===== src/rtl/sdcw_pkg.sv =====
// Shared encodings for the SD clock / bus-width control block.
// Assumes a 16-bit clock control register with the divisor in the upper byte.
package sdcw_pkg;

    // Register select values on reg_addr
    typedef enum logic [1:0] {
        SEL_CLK  = 2'd0,
        SEL_HOST = 2'd1,
        SEL_RST  = 2'd2
    } reg_sel_e;

    // Decoded data bus width
    typedef enum logic [1:0] {
        BW_1BIT = 2'd0,
        BW_4BIT = 2'd1,
        BW_8BIT = 2'd2
    } bus_width_e;

    // Clock control bit positions (software-visible, kept fixed)
    localparam int CC_INT_EN   = 0;
    localparam int CC_STABLE   = 1;
    localparam int CC_CARD_EN  = 2;
    localparam int CC_FSEL_LSB = 8;

    // Host control width bits
    localparam int HC_WIDE4 = 1;
    localparam int HC_WIDE8 = 5;

    // Reset register bit
    localparam int SR_ALL = 0;

endpackage


===== src/rtl/sdcw_regs.sv =====
// Register bank: clock control, host control and the self-clearing soft reset.
// Assumes single-cycle writes; the soft reset clears and holds both control
// registers for RST_CYCLES cycles, ignoring writes meanwhile.
module sdcw_regs
    import sdcw_pkg::*;
#(
    parameter int FSEL_W     = 8,
    parameter int RST_CYCLES = 8,
    localparam int CC_W      = CC_FSEL_LSB + FSEL_W
) (
    input  logic              clk,
    input  logic              rst_n,
    input  logic              reg_wr,
    input  logic [1:0]        reg_addr,
    input  logic [15:0]       reg_wdata,
    input  logic              stable_i,
    output logic [FSEL_W-1:0] fsel_o,
    output logic              int_en_o,
    output logic              card_en_o,
    output logic [CC_W-1:0]   clk_ctl_rd,
    output logic [7:0]        host_ctl_rd,
    output logic              swrst_rd,
    output logic [1:0]        bus_width_o
);

    localparam int RC_W = $clog2(RST_CYCLES + 1);

    logic              busy_q;
    logic [RC_W-1:0]   rcnt_q;
    logic              start_rst;
    logic              hold_clear;
    logic [FSEL_W-1:0] fsel_q;
    logic              int_en_q;
    logic              card_en_q;
    logic [7:0]        host_q;
    bus_width_e        bw;

    // Detect a request to start the soft reset
    always_comb begin
        start_rst = reg_wr && (reg_addr == SEL_RST) && reg_wdata[SR_ALL] && !busy_q;
    end

    assign hold_clear = busy_q || start_rst;

    // Soft reset sequencer: busy for RST_CYCLES cycles then self-clears
    always_ff @(posedge clk) begin
        if (!rst_n) begin
            busy_q <= 1'b0;
            rcnt_q <= '0;
        end else if (busy_q) begin
            if (rcnt_q == RC_W'(RST_CYCLES - 1)) begin
                busy_q <= 1'b0;
            end
            rcnt_q <= rcnt_q + 1'b1;
        end else if (start_rst) begin
            busy_q <= 1'b1;
            rcnt_q <= '0;
        end
    end

    // Clock control fields; the stable flag is not stored here
    always_ff @(posedge clk) begin
        if (!rst_n || hold_clear) begin
            fsel_q    <= '0;
            int_en_q  <= 1'b0;
            card_en_q <= 1'b0;
        end else if (reg_wr && (reg_addr == SEL_CLK)) begin
            fsel_q    <= reg_wdata[CC_FSEL_LSB +: FSEL_W];
            int_en_q  <= reg_wdata[CC_INT_EN];
            card_en_q <= reg_wdata[CC_CARD_EN];
        end
    end

    // Host control byte
    always_ff @(posedge clk) begin
        if (!rst_n || hold_clear) begin
            host_q <= '0;
        end else if (reg_wr && (reg_addr == SEL_HOST)) begin
            host_q <= reg_wdata[7:0];
        end
    end

    // Width decode: 8-bit bit wins over the 4-bit bit
    always_comb begin
        if (host_q[HC_WIDE8]) begin
            bw = BW_8BIT;
        end else if (host_q[HC_WIDE4]) begin
            bw = BW_4BIT;
        end else begin
            bw = BW_1BIT;
        end
    end

    // Readback assembly
    always_comb begin
        clk_ctl_rd                          = '0;
        clk_ctl_rd[CC_FSEL_LSB +: FSEL_W]   = fsel_q;
        clk_ctl_rd[CC_CARD_EN]              = card_en_q;
        clk_ctl_rd[CC_STABLE]               = stable_i;
        clk_ctl_rd[CC_INT_EN]               = int_en_q;
    end

    assign host_ctl_rd = host_q;
    assign swrst_rd    = busy_q;
    assign bus_width_o = bw;
    assign fsel_o      = fsel_q;
    assign int_en_o    = int_en_q;
    assign card_en_o   = card_en_q;

endmodule


===== src/rtl/sdcw_settle.sv =====
// Internal clock settle timer: raises the stable flag SETTLE_CYCLES edges after
// the internal clock enable rises; drops it combinationally with the enable.
module sdcw_settle #(
    parameter int SETTLE_CYCLES = 16
) (
    input  logic clk,
    input  logic rst_n,
    input  logic int_en_i,
    output logic stable_o
);

    localparam int SC_W = $clog2(SETTLE_CYCLES + 1);

    logic [SC_W-1:0] cnt_q;
    logic            done_q;

    // Count settle cycles while enabled, restart whenever the enable is low
    always_ff @(posedge clk) begin
        if (!rst_n || !int_en_i) begin
            cnt_q  <= '0;
            done_q <= 1'b0;
        end else if (!done_q) begin
            if (cnt_q == SC_W'(SETTLE_CYCLES - 1)) begin
                done_q <= 1'b1;
            end else begin
                cnt_q <= cnt_q + 1'b1;
            end
        end
    end

    assign stable_o = done_q && int_en_i;

endmodule


===== src/rtl/sdcw_divider.sv =====
// Card clock divider: field N>=1 gives N high / N low base cycles, N=0 passes
// the base clock through a negative-edge enable latch. A new divisor or a new
// run state is taken only at the end of a low phase; losing run stops at once.
module sdcw_divider #(
    parameter int FSEL_W = 8
) (
    input  logic              clk,
    input  logic              rst_n,
    input  logic [FSEL_W-1:0] fsel_i,
    input  logic              run_i,
    output logic              sd_clk_o
);

    logic [FSEL_W-1:0] cur_q;
    logic [FSEL_W-1:0] cnt_q;
    logic              phase_q;
    logic              gate_q;
    logic              byp_q;
    logic              last_cnt;
    logic              period_end;
    logic              reload;

    // Phase terminal count and period boundary detection
    always_comb begin
        last_cnt   = (cnt_q == (cur_q - FSEL_W'(1)));
        period_end = gate_q && ((cur_q == '0) || (!phase_q && last_cnt));
        reload     = !gate_q || period_end || !run_i;
    end

    // Divider state: reload on boundary or stop, otherwise count the phase
    always_ff @(posedge clk) begin
        if (!rst_n) begin
            cur_q   <= '0;
            cnt_q   <= '0;
            phase_q <= 1'b0;
            gate_q  <= 1'b0;
        end else if (reload) begin
            cur_q   <= fsel_i;
            cnt_q   <= '0;
            gate_q  <= run_i;
            phase_q <= run_i && (fsel_i != '0);
        end else if (last_cnt) begin
            cnt_q   <= '0;
            phase_q <= ~phase_q;
        end else begin
            cnt_q   <= cnt_q + 1'b1;
        end
    end

    // Pass-through enable, changed only while the base clock is low
    always_ff @(negedge clk) begin
        if (!rst_n) begin
            byp_q <= 1'b0;
        end else begin
            byp_q <= gate_q && (cur_q == '0) && run_i;
        end
    end

    assign sd_clk_o = ((clk && byp_q) || phase_q) && run_i;

endmodule


===== src/rtl/sd_clock_width_ctrl.sv =====
// Top of the SD clock and bus-width control block: register bank, internal
// clock settle timer and card clock divider. The card clock runs only while
// both the card clock enable and the stable flag are set.
module sd_clock_width_ctrl
    import sdcw_pkg::*;
#(
    parameter int FSEL_W        = 8,
    parameter int SETTLE_CYCLES = 16,
    parameter int RST_CYCLES    = 8,
    localparam int CC_W         = CC_FSEL_LSB + FSEL_W
) (
    input  logic            clk,
    input  logic            rst_n,
    input  logic            reg_wr,
    input  logic [1:0]      reg_addr,
    input  logic [15:0]     reg_wdata,
    output logic [CC_W-1:0] clk_ctl_rd,
    output logic [7:0]      host_ctl_rd,
    output logic            swrst_rd,
    output logic [1:0]      bus_width_o,
    output logic            sd_clk_o
);

    logic [FSEL_W-1:0] fsel;
    logic              int_en;
    logic              card_en;
    logic              stable;
    logic              run;

    sdcw_regs #(
        .FSEL_W     (FSEL_W),
        .RST_CYCLES (RST_CYCLES)
    ) u_regs (
        .clk         (clk),
        .rst_n       (rst_n),
        .reg_wr      (reg_wr),
        .reg_addr    (reg_addr),
        .reg_wdata   (reg_wdata),
        .stable_i    (stable),
        .fsel_o      (fsel),
        .int_en_o    (int_en),
        .card_en_o   (card_en),
        .clk_ctl_rd  (clk_ctl_rd),
        .host_ctl_rd (host_ctl_rd),
        .swrst_rd    (swrst_rd),
        .bus_width_o (bus_width_o)
    );

    sdcw_settle #(
        .SETTLE_CYCLES (SETTLE_CYCLES)
    ) u_settle (
        .clk      (clk),
        .rst_n    (rst_n),
        .int_en_i (int_en),
        .stable_o (stable)
    );

    // Card clock may run only after the three-step bring-up
    assign run = card_en && stable;

    sdcw_divider #(
        .FSEL_W (FSEL_W)
    ) u_div (
        .clk      (clk),
        .rst_n    (rst_n),
        .fsel_i   (fsel),
        .run_i    (run),
        .sd_clk_o (sd_clk_o)
    );

endmodule


===== config.mk =====
export PLATFORM = sky130hd
export DESIGN_NAME = sd_clock_width_ctrl
export DESIGN_NICKNAME = d
export VERILOG_FILES = /design/src/rtl/sdcw_pkg.sv /design/src/rtl/sdcw_regs.sv /design/src/rtl/sdcw_settle.sv /design/src/rtl/sdcw_divider.sv /design/src/rtl/sd_clock_width_ctrl.sv
export SDC_FILE = /design/constraint.sdc
export NUM_CORES = 1
export LEC_CHECK = 0
export ABC_AREA = 1
export BUFFER_PORTS_ARGS = -buffer_cell sky130_fd_sc_hd__buf_2
export CAP_MARGIN = 25
export CORE_MARGIN = 1.5
export CORE_UTILIZATION = 55
export DETAILED_ROUTE_END_ITERATION = 10
export PLACE_DENSITY = 0.79
export SLEW_MARGIN = 20
export SYNTH_ARGS = -nofsm -noshare
export SYNTH_HDL_FRONTEND = slang
export SYNTH_HIERARCHICAL = 1
export SYNTH_SLANG_ARGS = --single-unit

===== constraint.sdc =====
create_clock -name clk -period 1.97 [get_ports clk]
set_clock_uncertainty 0.05 [all_clocks]
set_input_delay 0.0985 -clock clk [delete_from_list [all_inputs] [get_ports clk]]
set_output_delay 0.0985 -clock clk [all_outputs]
set_load 0.02 [all_outputs]

==> summary.md, run 1 <==
| Metric | Value |
|---|---|
| Antenna violations before repair | 0 |
| Vias | 2388 |
| Area contributors post-synth | dfxtp_1, nand2_1, a21oi_2 |
| Non-filler instance count after layout | 443 |
| Post-route DRC | 0 |
| Pin count of the biggest net entering global routing | 22 |
| Seq/Total Area, Yosys | 37.4% |
| Most used DFF post-synth | dfxtp_1 |
| HP Class | in -> reg |
| Number of DRC markers in iteration 0 | 231 |
| Worst path cell trace | nand2_2 -> a21oi_2 -> buf_4 |
| CTS tree | yes |
| First-pass DRT Iterations | 5 |
| Final TNS setup | -0.269 ns |
| Most frequent cells in the layout | nand2_1, dfxtp_1, buf_2 |
| Worst Path Class, Setup | reg -> out |
| Final Hold Violating Endpoints | 0 |
| Post-layout util | 70.1% |
| CTS clk-pin slew, worst paths | 0.09 ns |
| Die Area | 5090 um2 |
| CP startpoint kind | flip-flop |
| Placed Instances | 416 |
| Slowest cell on crit path | dfxtp_2 |
| CP max FO | 1 |
| Leak Pwr | 1.31 nW |
| Placed wire-length estimate | 3810 um |
| Status | finished with violations |
| Post-CTS Setup Bufs | 0 |
| Combinational family with the most area after synthesis | simple AND/OR/NAND/NOR gates |
| Final net count | 416 |
| Top delay family on crit path | flip-flops |
| Leading area contributor after synthesis | dfxtp_1 |
| Tot GR Track Use | 24.5% |
| Row count | 24 |
| Critical Path AT | 2.09 ns |
| Adder-cell area share of the yosys netlist | 2.43% |
| Wire length per cell | 13.1 um |
| Ys async rst share | 0% |
| First-pass GRT wire length | 10000 um |
| Slew Limit Fails | 0 |
| Post-synth top area share | 37.4% |
| Placer Congestion | 0.792 |
| # setup viols final | 2 |
| Skew-Pair Late Insertion Delay | 0.41 ns |
| Via/cell ratio | 5.39 |
| Netlist cell types | 30 |
| Crit-path max cell delay | 0.32 ns |
| Worst Path Required | 1.82 ns |
| Final WS setup | -0.269 ns |
| Bufs and invs on worst path | 1 |
| Die height | 71.4 um |
| Initial Util | 58.2% |
| Power per cell area | 634 nW/um2 |
| Post-synth EDFFs | 0 |
| Routed Antenna Nets | 0 |
| Core Region | 4410 um2 |
| Peak supply drop | 0.000491 V |
| Mean post-synth cell area | 7.79 um2 |
| WHS | 0.0141 ns |
| Max-Cap Viols | 0 |
| Compound-Gate Fraction of Synth Area | 11.4% |
| Yosys reg bits | 48 |
| Most common cell after layout, fill and taps aside | nand2_1 |
| GRT overflow | 0 |
| Vias in the first global route | 2285 |
| Drt total wl | 5780 um |
| Die W | 71.4 um |
| IO Pins | 49 |
| Layout cell share with drive strength beyond 1 | 30.9% |
| Failing checks | setup timing |
| Input/output buffers | 43 |
| Tot Pwr | 1.96 mW |
| XOR/XNOR share of the synthesized area | 3.75% |
| RSZ-0062 raised after global routing | yes |
| Mux contribution to synthesized area | 0% |
| Syn. warnings | 6 |
| Syn Inst Count | 330 |
| Area Overhead vs Synth | 20.3% |
| Post-synthesis simple-gate area fraction | 31.5% |
| Synthesized area | 2570 um2 |
| CP Capture Type | output port |
| Diode count | 0 |
## worst min-delay path, delay by kind of cell
family        cells  cell delay (ns)
simple gates      1             0.06
buf+inv           3             0.27
## sequential cells by signal, summed over array words and instances, names as in the netlist, 4 cells and up
name and cells:
u_div/cnt_q 8, u_div/cur_q 8, u_settle/cnt_q 5, u_regs/host_ctl_rd 8
u_regs/fsel_o 8, u_regs/rcnt_q 4
## cells in the mapped netlist, drive strengths merged, types with 3 or more instances
library cell,n
nand2,66
dfxtp,48
nor2,40
nand3,38
inv,35
a21oi,34
buf,24
nand4,12
o21ai,8
xnor2,6
ha,5
xor2,5
nor4,3
## where the power goes
| group | switching (mW) | internal, mW | leakage [nW] | total, mW |
|---|---|---|---|---|
| Sequential | 0.0164 | 0.986 | 0.390 | 1.00 |
| Clock | 0.356 | 0.378 | 0.0724 | 0.734 |
| Combinational | 0.135 | 0.0905 | 0.844 | 0.225 |
## cells by family (layout without fill, tap and decap cells)
family                     Yosys count  count (layout)
other                                1               5
DFF                                 48              48
xor gates and xnor gates            11              11
AOI/OAI and AO/OA                   44              44
and+or+nand+nor                    161             161
adders and majority gates            5               5
buffers and inverters               60             117
## layer usage
| metal | routed length, um | track usage, % |
|---|---|---|
| met1 | 2400 | 30.3 |
| met2 | 2880 | 39.5 |
| met3 | 388 | 6.19 |
| met4 | 121 | 12.6 |
| met5 | 0 | 0 |
## timing repair
item	4_1_cts	5_1_grt
resized for setup	5	14
hold buffers	16	0
endpoints found under the hold margin	18	0
pin swaps	0	1
setup endpoints to repair	3	12
## area by class of cell
cell class / instances / area, um2
Clock buffer: 10 / 121
Fill cell: 347 / 1320
Clock inverter: 3 / 15.0
Multi-Input combinational cell: 226 / 1330
Inverter: 34 / 128
Timing Repair Buffer: 70 / 464
Sequential cell: 48 / 967
Tap cell: 52 / 65.1
## through the flow
step | area, um2 | setup WS (ns)
after floorplan | 2600 | 0.00678
after CTS | 3060 | -0.290
after global placement | 2760 | 0.0503
after detailed placement | 2760 | -0.0520
after global routing | 3090 | -0.321
final | 3090 | -0.269
## final timing paths
| check | slack, ns | cells past startpoint | endpoint | startpoint |
|---|---|---|---|---|
| worst min register to register | 0.42 | 2 | u_regs/host_ctl_rd[7]$_SDFFE_PP0P_ | u_regs/host_ctl_rd[7]$_SDFFE_PP0P_ |
| worst max register to register | 0.05 | 4 | u_div/byp_q$_SDFF_NN0_ | u_div/cur_q[1]$_SDFFE_PN0P_ |
| worst max-delay path | -0.27 | 3 | sd_clk_o | u_div/byp_q$_SDFF_NN0_ |
| worst min-delay path | 0.01 | 4 | u_div/gate_q$_SDFFE_PN0P_ | rst_n |
(Power assumes the default switching activity.)
==> run 2, diff against run 1 <==
- MAX_ROUTING_LAYER: unset -> met4
- RECOVER_POWER: unset -> 100
==> summary.md, run 2 (synthesized netlist as in run 1, its figures left out) <==
| Metric | Value |
|---|---|
| GRT overflow | 0 |
| CP max FO | 1 |
| Fillers | 376 |
| Max-Cap Viols | 0 |
| Layout cell share with drive strength beyond 1 | 22.5% |
| Non-filler instance count after layout | 443 |
| Tot Pwr | 1.95 mW |
| Most common cell after layout, fill and taps aside | nand2_1 |
| Final Hold Violating Endpoints | 0 |
| First-pass DRT Iterations | 5 |
| Status | finished with violations |
| Wire length per cell | 13.0 um |
| Setup slack, reg-to-reg | 0.05 ns |
| Power per cell area | 647 nW/um2 |
| Initial Util | 58.2% |
| Post-layout util | 68.2% |
| Pin count of the biggest net entering global routing | 22 |
| Skew-Pair Late Insertion Delay | 0.41 ns |
| Post-route cell area | 3010 um2 |
| Via/cell ratio | 5.34 |
| HP Class | in -> reg |
| Tot GR Track Use | 25.3% |
| Core Region | 4410 um2 |
| Die height | 71.4 um |
| # setup viols final | 2 |
| Leak Pwr | 1.19 nW |
| Final TNS setup | -0.268 ns |
| Diode count | 0 |
| CTS tree | yes |
| CP Capture Type | output port |
| Worst Path Class, Setup | reg -> out |
| Register area | 966 um2 |
| Multi-input logic area | 1280 um2 |
| Slew Limit Fails | 0 |
| Placed Instances | 416 |
| Routed Antenna Nets | 0 |
| Number of DRC markers in iteration 0 | 211 |
| Most frequent cells in the layout | nand2_1, dfxtp_1, nor2_1 |
| WHS | 0.0145 ns |
| Worst Path Required | 1.82 ns |
| Vias | 2367 |
| IO Pins | 49 |
| Row count | 24 |
| Peak supply drop | 0.000481 V |
| Drt total wl | 5760 um |
| Placer Congestion | 0.803 |
| Antenna violations before repair | 0 |
| Worst slew pin tran | 0.904 ns |
| Critical Path AT | 2.09 ns |
| RSZ-0062 raised after global routing | yes |
| Die Area | 5090 um2 |
| CTS clk-pin slew, worst paths | 0.09 ns |
| Die W | 71.4 um |
| Input/output buffers | 43 |
| Area Overhead vs Synth | 17.1% |
| CP startpoint kind | flip-flop |
| Slew margin rel. | 39.5% |
| Place WS | -0.0520 ns |
| Post-CTS Setup Bufs | 0 |
| Final net count | 416 |
| First-pass GRT wire length | 10000 um |
| Failing checks | setup timing |
| Final WS setup | -0.268 ns |
| Vias in the first global route | 2286 |
| Placed Area | 2760 um2 |
| Placed wire-length estimate | 3810 um |
| Post-route DRC | 0 |
[run 2: changes by cell type in the layout (fill, tap and decap cells not counted), sizes merged]
cell / change
inv: -1
clkbuf: +23
buf: -23
clkinv: +1
[run 2: path summary, 6_finish.rpt]
| kind | endpoint | from | cells after the start |
|---|---|---|---|
| setup / recovery | sd_clk_o | u_div/byp_q$_SDFF_NN0_ | 3 |
| hold / removal | u_div/gate_q$_SDFFE_PN0P_ | rst_n | 4 |
| setup reg to reg | u_div/byp_q$_SDFF_NN0_ | u_div/cur_q[0]$_SDFFE_PN0P_ | 4 |
| hold reg to reg | u_regs/host_ctl_rd[3]$_SDFFE_PP0P_ | u_regs/host_ctl_rd[3]$_SDFFE_PP0P_ | 2 |
[run 2: area by class of cell]
cell class | instances | area share (%)
clock buffer | 10 | 4.03
clock inverter | 3 | 0.499
inverter | 34 | 4.24
multi-input combinational | 226 | 42.5
sequential | 48 | 32.1
tap | 52 | 2.16
timing repair buffer | 70 | 14.5
[run 2: metal layers]
layer	GRT usage (%)	up-vias	part of all wire, %	routed length [um]
li1	-	1171	-	-
met3	6.05	13	5.4	311
met1	30.4	1096	42	2440
met2	39.6	87	51	2920
met5	-	-	0	0
met4	12.6	0	1.6	93
[run 2: power by group]
group          total (mW)  leakage, nW  internal (mW)  switching (mW)
Clock               0.732       0.0724          0.378           0.354
Combinational       0.215        0.725         0.0845           0.130
Sequential           1.00        0.390          0.986          0.0168
Total                1.95         1.19           1.45           0.500
[run 2: worst max-delay path: stages, from the launching register on]
cell	delay [ns]
dfxtp_2	0.32
nand2_2	0.05
a21oi_2	0.12
buf_4	0.15
[run 2: repair_timing]
item	4_1_cts	5_1_grt
endpoints found under the hold margin	18	0
resized for setup	5	14
gates cloned	0	0
pin swaps	0	1
hold buffers	16	0
setup endpoints to repair	3	12
==> run 3, diff against run 2 <==
- SKIP_CTS_REPAIR_TIMING: unset -> 1
==> summary.md, run 3 (synthesized netlist as in run 1, its figures left out) <==
| Metric | Value |
|---|---|
| Status | finished with violations |
| Failing checks | setup timing |
| Die Area | 5090 um2 |
| CTS tree | yes |
| First-pass DRT Iterations | 4 |
| CTS clk-pin slew, worst paths | 0.08 ns |
| Power per cell area | 635 nW/um2 |
| Layout cell share with drive strength beyond 1 | 24.7% |
| Max-Cap Viols | 0 |
| HP Start | rst_n |
| Worst Hold Path EP | u_div/gate_q$_SDFFE_PN0P_ |
| Die W | 71.4 um |
| CP startpoint kind | flip-flop |
| # setup viols final | 3 |
| RSZ-0062 raised after global routing | yes |
| Die height | 71.4 um |
| Skew-Pair Late Insertion Delay | 0.40 ns |
| Most common cell after layout, fill and taps aside | nand2_1 |
| Placed wire-length estimate | 3810 um |
| Antenna violations before repair | 0 |
| Leak Pwr | 1.21 nW |
| Pin count of the biggest net entering global routing | 22 |
| Combinational fraction of design power | 11.1% |
| Area Overhead vs Synth | 19.9% |
| Wire length per cell | 13.5 um |
| Worst Path Class, Setup | reg -> out |
| Post-layout util | 69.8% |
| Slew margin rel. | 38.7% |
| Row count | 24 |
| Diode count | 0 |
| WHS | 0.00585 ns |
| Hold Crit Depth | 4 |
| Placer Congestion | 0.803 |
| IO Pins | 49 |
| Placed Instances | 416 |
| CP max FO | 1 |
| Sequential power share | 51.2% |
| Critical Path AT | 2.11 ns |
| Vias | 2367 |
| Final net count | 422 |
| Routed Antenna Nets | 0 |
| Post-route DRC | 0 |
| First-pass GRT wire length | 9200 um |
| Most frequent cells in the layout | nand2_1, dfxtp_1, nor2_1 |
| Final WS setup | -0.284 ns |
| FF-to-FF path depth | 16 |
| Vias in the first global route | 2159 |
| GRT overflow | 0 |
| CP Capture Type | output port |
| Core Region | 4410 um2 |
| Drt total wl | 6070 um |
| Reg2Reg Launch Point | u_div/cur_q[0]$_SDFFE_PN0P_ |
| Number of DRC markers in iteration 0 | 121 |
| Slew Limit Fails | 0 |
| Net Sw Frac | 25.9% |
| Peak supply drop | 0.000493 V |
| Input/output buffers | 43 |
| Worst Path Required | 1.82 ns |
| Initial Util | 58.2% |
| R2R Path End | u_div/cur_q[3]$_SDFFE_PN0P_ |
| Non-filler instance count after layout | 449 |
| Switching pwr | 0.507 mW |
| Tot GR Track Use | 23.1% |
| Pint | 1.45 mW |
| Worst slew pin tran | 0.916 ns |
| Via/cell ratio | 5.27 |
| Final Hold Violating Endpoints | 0 |
| Setup slack, reg-to-reg | 0 ns |
| Clock power share | 37.6% |
| HP Class | in -> reg |
-- run 3: layout make-up --
| class | count | area [um2] |
|---|---|---|
| clock inverters | 3 | 15.0 |
| clock buffers | 10 | 121 |
| multi-input cells | 228 | 1330 |
| fillers | 353 | 1330 |
| well taps | 52 | 65.1 |
| inverters | 34 | 128 |
| repair buffers | 74 | 463 |
| flip-flops and latches | 48 | 966 |
-- run 3: layer usage --
metal,track usage [%],share of wire (%),vias to the layer above
met2,36.5,51,82
li1,-,-,1188
met1,27.9,43,1090
met4,10.5,0.94,0
met3,5.34,5.6,7
met5,-,0,-
-- run 3: per-stage QoR --
stage	TNS, ns	area (um2)	power, mW	setup slack [ns]
after floorplan	0	2600	1.18	0.00678
after global placement	0	2760	1.22	0.0503
after detailed placement	-0.0520	2760	1.22	-0.0520
after CTS	-0.377	2880	1.95	-0.354
after global routing	-1.80	3080	2.05	-0.341
final	-0.287	3080	1.96	-0.284
-- run 3: worst max-delay path by stage --
stage | startpoint | to | cells past startpoint
3_3_place_gp | u_div/cur_q[1]$_SDFFE_PN0P_ | u_div/byp_q$_SDFF_NN0_ | 4
3_5_place_dp | u_div/cur_q[1]$_SDFFE_PN0P_ | u_div/byp_q$_SDFF_NN0_ | 4
5_1_grt | u_div/byp_q$_SDFF_NN0_ | sd_clk_o | 3
6_report | u_div/byp_q$_SDFF_NN0_ | sd_clk_o | 3
4_1_cts | u_div/byp_q$_SDFF_NN0_ | sd_clk_o | 3
2_1_floorplan | u_div/cur_q[0]$_SDFFE_PN0P_ | u_div/byp_q$_SDFF_NN0_ | 4
-- run 3: power groups by stage --
stage	clock (mW)	combinational (mW)	sequential (mW)
floorplan	0.00635	0.142	1.03
global placement	0.00635	0.187	1.02
detailed placement	0.00635	0.191	1.02
CTS	0.756	0.192	1.00
global route	0.806	0.236	1.00
finish	0.736	0.217	1.00
-- run 3: critical path: stages (launching register included) --
cell and delay [ns]:
dfxtp_2 0.32, nand2_2 0.05, a21oi_2 0.13, buf_4 0.15
